File: src/rtl/usg_pkg.sv
package usg_pkg;
  localparam int DATA_W = 16;
  localparam int ADDR_W = 3;

  localparam logic [ADDR_W-1:0] ADDR_VSTART = 3'd0;
  localparam logic [ADDR_W-1:0] ADDR_VSTOP  = 3'd1;
  localparam logic [ADDR_W-1:0] ADDR_HSTART = 3'd2;
  localparam logic [ADDR_W-1:0] ADDR_HSTOP  = 3'd3;
  localparam logic [ADDR_W-1:0] ADDR_OPER   = 3'd4;

  // operator select bits, priority high to low
  localparam int SEL_AND = 2;
  localparam int SEL_OR  = 1;
  localparam int SEL_XOR = 0;

  typedef enum logic [1:0] {
    MERGE_VONLY,
    MERGE_XOR,
    MERGE_OR,
    MERGE_AND
  } merge_e;

  function automatic merge_e decode_sel(input logic [2:0] sel);
    if (sel[SEL_AND])      return MERGE_AND;
    else if (sel[SEL_OR])  return MERGE_OR;
    else if (sel[SEL_XOR]) return MERGE_XOR;
    else                   return MERGE_VONLY;
  endfunction

  function automatic logic merge_hits(input merge_e m, input logic h, input logic v);
    case (m)
      MERGE_AND: return h & v;
      MERGE_OR:  return h | v;
      MERGE_XOR: return h ^ v;
      default:   return v;
    endcase
  endfunction

  function automatic logic apply_polarity(input logic pol, input logic c);
    return pol ? ~c : c;
  endfunction
endpackage

File: src/rtl/usg_regs.sv
module usg_regs
  import usg_pkg::*;
#(
  parameter int LINE_W = 15,
  parameter int PIX_W  = 12
) (
  input  logic              clk,
  input  logic              rst_n,
  input  logic              wr_en,
  input  logic [ADDR_W-1:0] wr_addr,
  input  logic [DATA_W-1:0] wr_data,
  input  logic              frame_bound,
  output logic [LINE_W-1:0] act_vstart,
  output logic [LINE_W-1:0] act_vstop,
  output logic [LINE_W-1:0] eff_vstart,
  output logic [LINE_W-1:0] eff_vstop,
  output logic [PIX_W-1:0]  eff_hstart,
  output logic [PIX_W-1:0]  eff_hstop,
  output logic [2:0]        op_sel,
  output logic              op_pol
);
  localparam int N_WIN = 4;
  localparam int WIN_W = (LINE_W > PIX_W) ? LINE_W : PIX_W;

  logic [WIN_W-1:0] stage_q [N_WIN];
  logic [WIN_W-1:0] live_q  [N_WIN];
  logic [WIN_W-1:0] eff     [N_WIN];
  logic [3:0]       oper_q;

  for (genvar i = 0; i < N_WIN; i++) begin : g_win
    // vertical slots keep LINE_W bits, horizontal slots keep PIX_W bits
    localparam int KEEP = (i < 2) ? LINE_W : PIX_W;
    logic [WIN_W-1:0] masked;
    assign masked = WIN_W'(wr_data[KEEP-1:0]);

    always_ff @(posedge clk) begin
      if (!rst_n) begin
        stage_q[i] <= '0;
        live_q[i]  <= '0;
      end else begin
        if (frame_bound)
          live_q[i] <= stage_q[i];
        if (wr_en && (wr_addr == ADDR_W'(i)))
          stage_q[i] <= masked;
      end
    end

    assign eff[i] = frame_bound ? stage_q[i] : live_q[i];
  end

  always_ff @(posedge clk) begin
    if (!rst_n)
      oper_q <= 4'b1000;
    else if (wr_en && (wr_addr == ADDR_OPER))
      oper_q <= wr_data[3:0];
  end

  assign act_vstart = live_q[ADDR_VSTART][LINE_W-1:0];
  assign act_vstop  = live_q[ADDR_VSTOP][LINE_W-1:0];
  assign eff_vstart = eff[ADDR_VSTART][LINE_W-1:0];
  assign eff_vstop  = eff[ADDR_VSTOP][LINE_W-1:0];
  assign eff_hstart = eff[ADDR_HSTART][PIX_W-1:0];
  assign eff_hstop  = eff[ADDR_HSTOP][PIX_W-1:0];
  assign op_sel     = oper_q[2:0];
  assign op_pol     = oper_q[3];
endmodule

File: src/rtl/usg_window.sv
module usg_window #(
  parameter int W = 15
) (
  input  logic [W-1:0] pos,
  input  logic [W-1:0] lo,
  input  logic [W-1:0] hi,
  output logic         hit
);
  function automatic logic inside_closed(input logic [W-1:0] p, input logic [W-1:0] a,
                                         input logic [W-1:0] b);
    return (p >= a) && (p <= b);
  endfunction

  assign hit = inside_closed(pos, lo, hi);
endmodule

File: src/rtl/usg_combine.sv
module usg_combine
  import usg_pkg::*;
(
  input  logic       clk,
  input  logic       rst_n,
  input  logic [2:0] sel,
  input  logic       pol,
  input  logic       h_hit,
  input  logic       v_hit,
  output logic       comb,
  output logic       sync_q
);
  merge_e mode;

  assign mode = decode_sel(sel);
  assign comb = merge_hits(mode, h_hit, v_hit);

  always_ff @(posedge clk) begin
    if (!rst_n)
      sync_q <= 1'b1;
    else
      sync_q <= apply_polarity(pol, comb);
  end
endmodule

File: src/rtl/usg_sync_gen.sv
module usg_sync_gen
  import usg_pkg::*;
#(
  parameter int LINE_W = 15,
  parameter int PIX_W  = 12
) (
  input  logic              clk,
  input  logic              rst_n,
  input  logic [PIX_W-1:0]  pix_idx,
  input  logic [LINE_W-1:0] line_idx,
  input  logic              field_id,
  input  logic              wr_en,
  input  logic [ADDR_W-1:0] wr_addr,
  input  logic [DATA_W-1:0] wr_data,
  output logic              sync_out
);
  logic              frame_bound;
  logic [LINE_W-1:0] act_vstart, act_vstop;
  logic [LINE_W-1:0] eff_vstart, eff_vstop;
  logic [PIX_W-1:0]  eff_hstart, eff_hstop;
  logic [2:0]        op_sel;
  logic              op_pol;
  logic              h_hit, v_hit, comb;

  assign frame_bound = !field_id && (line_idx == LINE_W'(1)) && (pix_idx == '0);

  usg_regs #(.LINE_W(LINE_W), .PIX_W(PIX_W)) u_regs (
    .clk        (clk),
    .rst_n      (rst_n),
    .wr_en      (wr_en),
    .wr_addr    (wr_addr),
    .wr_data    (wr_data),
    .frame_bound(frame_bound),
    .act_vstart (act_vstart),
    .act_vstop  (act_vstop),
    .eff_vstart (eff_vstart),
    .eff_vstop  (eff_vstop),
    .eff_hstart (eff_hstart),
    .eff_hstop  (eff_hstop),
    .op_sel     (op_sel),
    .op_pol     (op_pol)
  );

  usg_window #(.W(LINE_W)) u_vwin (
    .pos(line_idx), .lo(eff_vstart), .hi(eff_vstop), .hit(v_hit)
  );

  usg_window #(.W(PIX_W)) u_hwin (
    .pos(pix_idx), .lo(eff_hstart), .hi(eff_hstop), .hit(h_hit)
  );

  usg_combine u_comb (
    .clk   (clk),
    .rst_n (rst_n),
    .sel   (op_sel),
    .pol   (op_pol),
    .h_hit (h_hit),
    .v_hit (v_hit),
    .comb  (comb),
    .sync_q(sync_out)
  );
endmodule

File: config.mk
export PLATFORM = sky130hd
export DESIGN_NAME = usg_sync_gen
export DESIGN_NICKNAME = d
export VERILOG_FILES = /design/src/rtl/usg_pkg.sv /design/src/rtl/usg_regs.sv /design/src/rtl/usg_window.sv /design/src/rtl/usg_combine.sv /design/src/rtl/usg_sync_gen.sv
export SDC_FILE = /design/constraint.sdc
export NUM_CORES = 1
export LEC_CHECK = 0
export ABC_AREA = 1
export BUFFER_PORTS_ARGS = -buffer_cell sky130_fd_sc_hd__buf_2
export CAP_MARGIN = 20
export CELL_PAD_IN_SITES_DETAIL_PLACEMENT = 1
export CELL_PAD_IN_SITES_GLOBAL_PLACEMENT = 2
export CORE_MARGIN = 5
export CORE_UTILIZATION = 37
export DETAILED_ROUTE_END_ITERATION = 8
export PLACE_DENSITY_LB_ADDON = 0.1
export REMOVE_ABC_BUFFERS = 1
export SLEW_MARGIN = 5
export SYNTH_ARGS = -nofsm -noshare
export SYNTH_HDL_FRONTEND = slang
export SYNTH_HIERARCHICAL = 1
export SYNTH_SLANG_ARGS = --single-unit
File: constraint.sdc
create_clock -name clk -period 3.7 [get_ports clk]
set_input_delay 0.185 -clock clk [delete_from_list [all_inputs] [get_ports clk]]
set_output_delay 0.185 -clock clk [all_outputs]
set_load 0.005 [all_outputs]
# Word-level counts from Yosys, hierarchy flattened
# Memories as Yosys holds them, arrays and structs flattened.
# Cells that the tools add are included.
# op_classes
n_lt_le_gt_ge,4
eq_ne,8
muxes,33
bitwise_logic,12
n_reduce_logical,12
# ops
operator,count
$mux 15,10
$mux 12,2
$mux 1,18
$eq 15x1->1 const B,1
$ge 15x15->1,1
$le 15x15->1,1
$ge 12x12->1,1
$le 12x12->1,1
$logic_not 12->1,1
$logic_and 1x1->1,9
$or 1x1->1,9
$eq 3x2->1 const B,2
$eq 2x2->1 const B,2
$mux 2,2
$eq 3x1->1 const B,1
$eq 3x3->1 const B,1
$logic_not 3->1,1
$pmux 1 s3,1
$eq 2x1->1 const B,1
$and 1x1->1,1
$logic_not 1->1,1
$not 1->1,1
$xor 1x1->1,1
# word_totals
regBits,5
ramBits,120
in_bits,50
wordCells,73
n_memories,2
# memory_table
memory,words,width,read_ports,rd_ports_with_merged_regs,wr,line_no,rtl
u_regs.live_q,4,15,4,0,4,usg_regs.sv:26,logic [WIN_W-1:0] live_q [N_WIN];
u_regs.stage_q,4,15,4,0,4,usg_regs.sv:25,logic [WIN_W-1:0] stage_q [N_WIN];

# Depth between registers and ports, before layout
# depth
depth_word,10
depth_mapped,31
mapped_depth_nobuf,29

# Hierarchy
# The synthesis kept the hierarchy.
# modules_own_cells
module,n_inst,cells_per_inst,area_each_um2,seq_area_each_um2
usg_regs,1,456,4740.8,3323.2
usg_window (u_vwin),1,146,842.1,0.0
usg_window (u_hwin),1,110,689.4,0.0
usg_combine,1,22,142.6,20.0
usg_sync_gen,1,28,107.6,0.0

# Worst setup path before layout
# Ideal clock, no wire load.
# synth_timing
path_kind,input to register
from,in pix_idx[9]
to,reg u_comb.sync_q
arrival_time_ns,2.566
required_time_ns,3.583
setup_slack_ns,1.017
cell_stages,27
path_buffers,1
path_cell_list,nor2_1 -> nand2_1 -> nor2_1 -> nand2_1 -> nor2_1 -> inv_2 -> clkbuf_1 -> o21ai_0 -> inv_1 -> ha_1 -> nand2_1 -> nor2_2 -> inv_1 -> nor2_2 -> nand4_1 -> nand2_1 -> nand2_1 -> inv_1 -> inv_2 -> ha_1 -> inv_1 -> nand2_1 -> nand3_2 -> nand2_2 -> nand2_2 -> nand2_2 -> nand3_2
# synth_between
elab_chain_len,9
word_cells_on_any_way,18
classes_between,4 x order compare; 6 x mux; 4 x bitwise; 4 x reduce/logical
# synth_rtl
element,line_no,rtl
start: declaration,usg_sync_gen.sv:9,"input logic [PIX_W-1:0] pix_idx,"
$logic_not 12->1 (*),usg_sync_gen.sv:25,assign frame_bound = !field_id && (line_idx == LINE_W'(1)) && (pix_idx == '0);
$logic_and 1x1->1 (*),usg_sync_gen.sv:25,
via frame_bound,usg_sync_gen.sv:17,logic frame_bound;
$mux 15 (*),usg_regs.sv:48,assign eff[i] = frame_bound ? stage_q[i] : live_q[i];
via eff_vstop[14],usg_sync_gen.sv:19,"logic [LINE_W-1:0] eff_vstart, eff_vstop;"
$le 15x15->1 (*),usg_window.sv:11,return (p >= a) && (p <= b);
$logic_and 1x1->1 (*),usg_window.sv:11,
via v_hit,usg_sync_gen.sv:23,"logic h_hit, v_hit, comb;"
$xor 1x1->1 (tied with other cells),usg_pkg.sv:34,MERGE_XOR: return h ^ v;
$pmux 1 s3 (*),usg_pkg.sv:31,case (m)
$not 1->1,usg_pkg.sv:40,return pol ? ~c : c;
$mux 1 (*),usg_pkg.sv:40,
end signal: assignment,usg_combine.sv:22,"sync_q <= apply_polarity(pol, comb);"
end: declaration,usg_combine.sv:11,output logic sync_q
# The timed path passes the listed nets; every way through them passes the cells marked *.
# A chain may end at the register's enable or synchronous reset.

# Worst setup path in the final report
# layout_timing
from,in line_idx[5]
to,reg u_comb.sync_q
# layout_between
elab_chain_len,10
word_cells_on_any_way,19
classes_between,4 x order compare; 1 x eq/ne; 6 x mux; 4 x bitwise; 4 x reduce/logical
# layout_rtl
element,line_no,rtl
start: declaration,usg_sync_gen.sv:10,"input logic [LINE_W-1:0] line_idx,"
$eq 15x1->1 (*),usg_sync_gen.sv:25,
$logic_and 1x1->1 (*) (2 in series),usg_sync_gen.sv:25,
via frame_bound,usg_sync_gen.sv:17,
$mux 15 (*),usg_regs.sv:48,
via eff_vstop[4],usg_sync_gen.sv:19,
$le 15x15->1 (*),usg_window.sv:11,
$logic_and 1x1->1 (*),usg_window.sv:11,
via v_hit,usg_sync_gen.sv:23,
$xor 1x1->1 (tied with other cells),usg_pkg.sv:34,
$pmux 1 s3 (*),usg_pkg.sv:31,
$not 1->1,usg_pkg.sv:40,
$mux 1 (*),usg_pkg.sv:40,
# Marks and branches as above.

==> flow_summary_export.csv <==
group,metric,value,unit
final_layout,areaGrowthSynthToFinish,17.5,%
global_route,overflow,0,
clock_network,post-cts-setup-buffers,0,
timing,post-route-min-period,3.20,ns
floorplan,core_area,0.0173,mm^2
timing,max_freq,313,MHz
clock_network,clock_sinks,113,
final_layout,final_cell_mix,"inv_1 (157), nand2_1 (146), nor2_1 (140), edfxtp_1 (108)",
floorplan,rows,48,
timing,hold_viol,0,
pwr,p_sw_frac,0.224,
outcome,status,"completed",
routing,drtPass1Iterations,4,
placed_design,place_area,0.00704,mm^2
routing,route.detailed.wl_per_inst,15.2,um
placed_design,place.detailed.hpwl,11900,um
timing,setup_violations,0,
min_path,min_from,"wr_data[3]",
timing,fin_tns_setup,0,ns
placed_design,numPortBuffers,49,
timing,worstMarginPinSlew,0.773,ns
floorplan,start_util,0.377,
min_path,hold_depth,3,
floorplan,pin_count,51,
logic_synthesis,syn_inst,761,
floorplan,die_area,0.0204,mm^2
global_route,grt_pass1_vias,5273,
critical_path,r2r_slack,1.08,ns
pwr,leakage,0.00363,uW
routing,wirelength,16000,um
final_layout,nets,922,
flow_run,drv_cap,0,
min_path,min_to,"u_regs/oper_q[3]",
final_layout,diodes,0,
timing,final-max-slew-violation-count,0,
floorplan,die-height,143,um
final_layout,fin_area,0.00766,mm^2
clock_network,clock-root-buffer,"clkbuf_16",
critical_path,reg2reg_from,"u_regs/stage_q[1][4]",
critical_path,end_kind,"flop",
critical_path,reg2reg_to,"u_comb/sync_q",
clock_network,clock_latency,0.41,ns
final_layout,drive_above_1_share,0.133,
pwr,pwr-share-clk,0.483,
routing,drcViolationCount,0,
pwr,switching_power,769,uW
routing,drt_iter0_drc,227,
critical_path,required,3.98,ns
logic_synthesis,syn_area_per_cell,8.57,um^2
critical_path,cp-start-kind,"input pin",
pwr,p_comb_frac,0.087,
critical_path,cp.arrival,3.48,ns
logic_synthesis,synth.cell_area,0.00652,mm^2
timing,rsz0062_at_grt,"no",
pwr,p_per_area,448,mW/mm^2
timing,fin_skew,0.00960,ns
floorplan,chipWidth,143,um
routing,vias,4954,
clock_network,cts_resized,0,
clock_network,cts_tree,"done",
routing,ant_nets,0,
clock_network,path_clk_slew,0.05,ns
timing,hold_ws,0.0538,ns
timing,slew_headroom,0.483,
global_route,antenna_found_initial,0,
pwr,peakVddDrop,0.312,mV
critical_path,critPathLaunch,"line_idx[5]",
global_route,grt_start_max_net_pins,55,
placed_design,routabilityCongestion,0.731,
timing,final.period_utilization,0.865,
min_path,worstHoldPathType,"input pin to flop",
global_route,grt_first_pass_wirelength,26400,um
global_route,track_usage,0.169,
clock_network,clockBufferDepth,2,
logic_synthesis,yosys_warnings,6,
critical_path,reg2regPathDepth,21,
clock_network,cts_made_buffers,17,
critical_path,path_max_fanout,46,
critical_path,crit_type,"input pin to flop",
pwr,p_int,2660,uW
final_layout,layout.cells.most_common,"inv_1",
routing,post_drt_via_cell_ratio,4.70,
pwr,seqPwrFrac,0.430,
clock_network,cts_hold_buffers,0,
clock_network,htreeDepth,4,
-- flip-flops by register name (all words and copies together), names as in the netlist --
| signal | count |
|---|---|
| u_regs/stage_q | 54 |
| u_regs/live_q | 54 |
| u_regs/oper_q | 4 |
| u_comb/sync_q | 1 |
-- power groups by stage --
stage                     clock network [uW]  registers (uW)  logic (uW)
after floorplan                            0            1500         183
after global placement                     0            1500         290
after detailed placement                   0            1500         305
after CTS                               1690            1480         308
after global routing                    1760            1480         350
final                                   1660            1480         299
-- per-layer routing --
layer | vias up | share of wire | global-route usage
li1 | 2512 | - | -
met1 | 2366 | 0.46 | 0.215
met2 | 60 | 0.50 | 0.291
met3 | 16 | 0.029 | 0.0335
met4 | 0 | 0.013 | 0.0505
met5 | - | 0 | 0
-- per-stage QoR --
step | instances | setup slack, ns | power, uW | utilization
2_1_floorplan | 740 | 0.644 | 1680 | -
3_3_place_gp | 1021 | 0.141 | 1790 | 0.407
3_5_place_dp | 1021 | 0.0400 | 1810 | 0.407
4_1_cts | 1052 | 0.450 | 3480 | 0.441
5_1_grt | 1053 | 0.0370 | 3590 | 0.443
6_report | 1053 | 0.501 | 3430 | 0.443
-- how the worst max path moves through the flow --
stage	endpoint	slack [ns]	cells after the start
after detailed placement	u_comb/sync_q	0.04	28
after CTS	u_comb/sync_q	0.45	28
after global placement	u_comb/sync_q	0.14	29
after floorplan	u_regs/live_q[0][0]	0.64	6
final	u_comb/sync_q	0.50	28
after global routing	u_comb/sync_q	0.04	29
-- critical path, cell delays in order --
cell	delay, ns
buf_2	0.12
nor2_1	0.19
nand2_1	0.09
nor2_1	0.14
nand2_1	0.12
nor2_1	0.16
inv_2	0.10
buf_12	0.18
o21ai_0	0.21
inv_1	0.07
ha_1	0.29
nand2_1	0.07
nand2_1	0.05
a21oi_1	0.23
nand2_1	0.09
nand2_1	0.07
nand2_1	0.05
nand2_1	0.06
nand2_1	0.12
inv_1	0.13
inv_2	0.05
ha_1	0.26
inv_1	0.06
nand2_1	0.05
nand3_2	0.07
nand2_2	0.06
nand3_1	0.09
nand3_2	0.07
-- final cells by class --
| cell class | instances | area (um^2) |
|---|---|---|
| multi-input combinational | 463 | 2470 |
| sequential | 113 | 3340 |
| timing repair buffer | 57 | 350 |
| fill | 2058 | 9640 |
| clock buffer | 17 | 425 |
| clock inverter | 14 | 171 |
| inverter | 164 | 616 |
| tap | 225 | 282 |
Power figures use the tool's default switching activity.
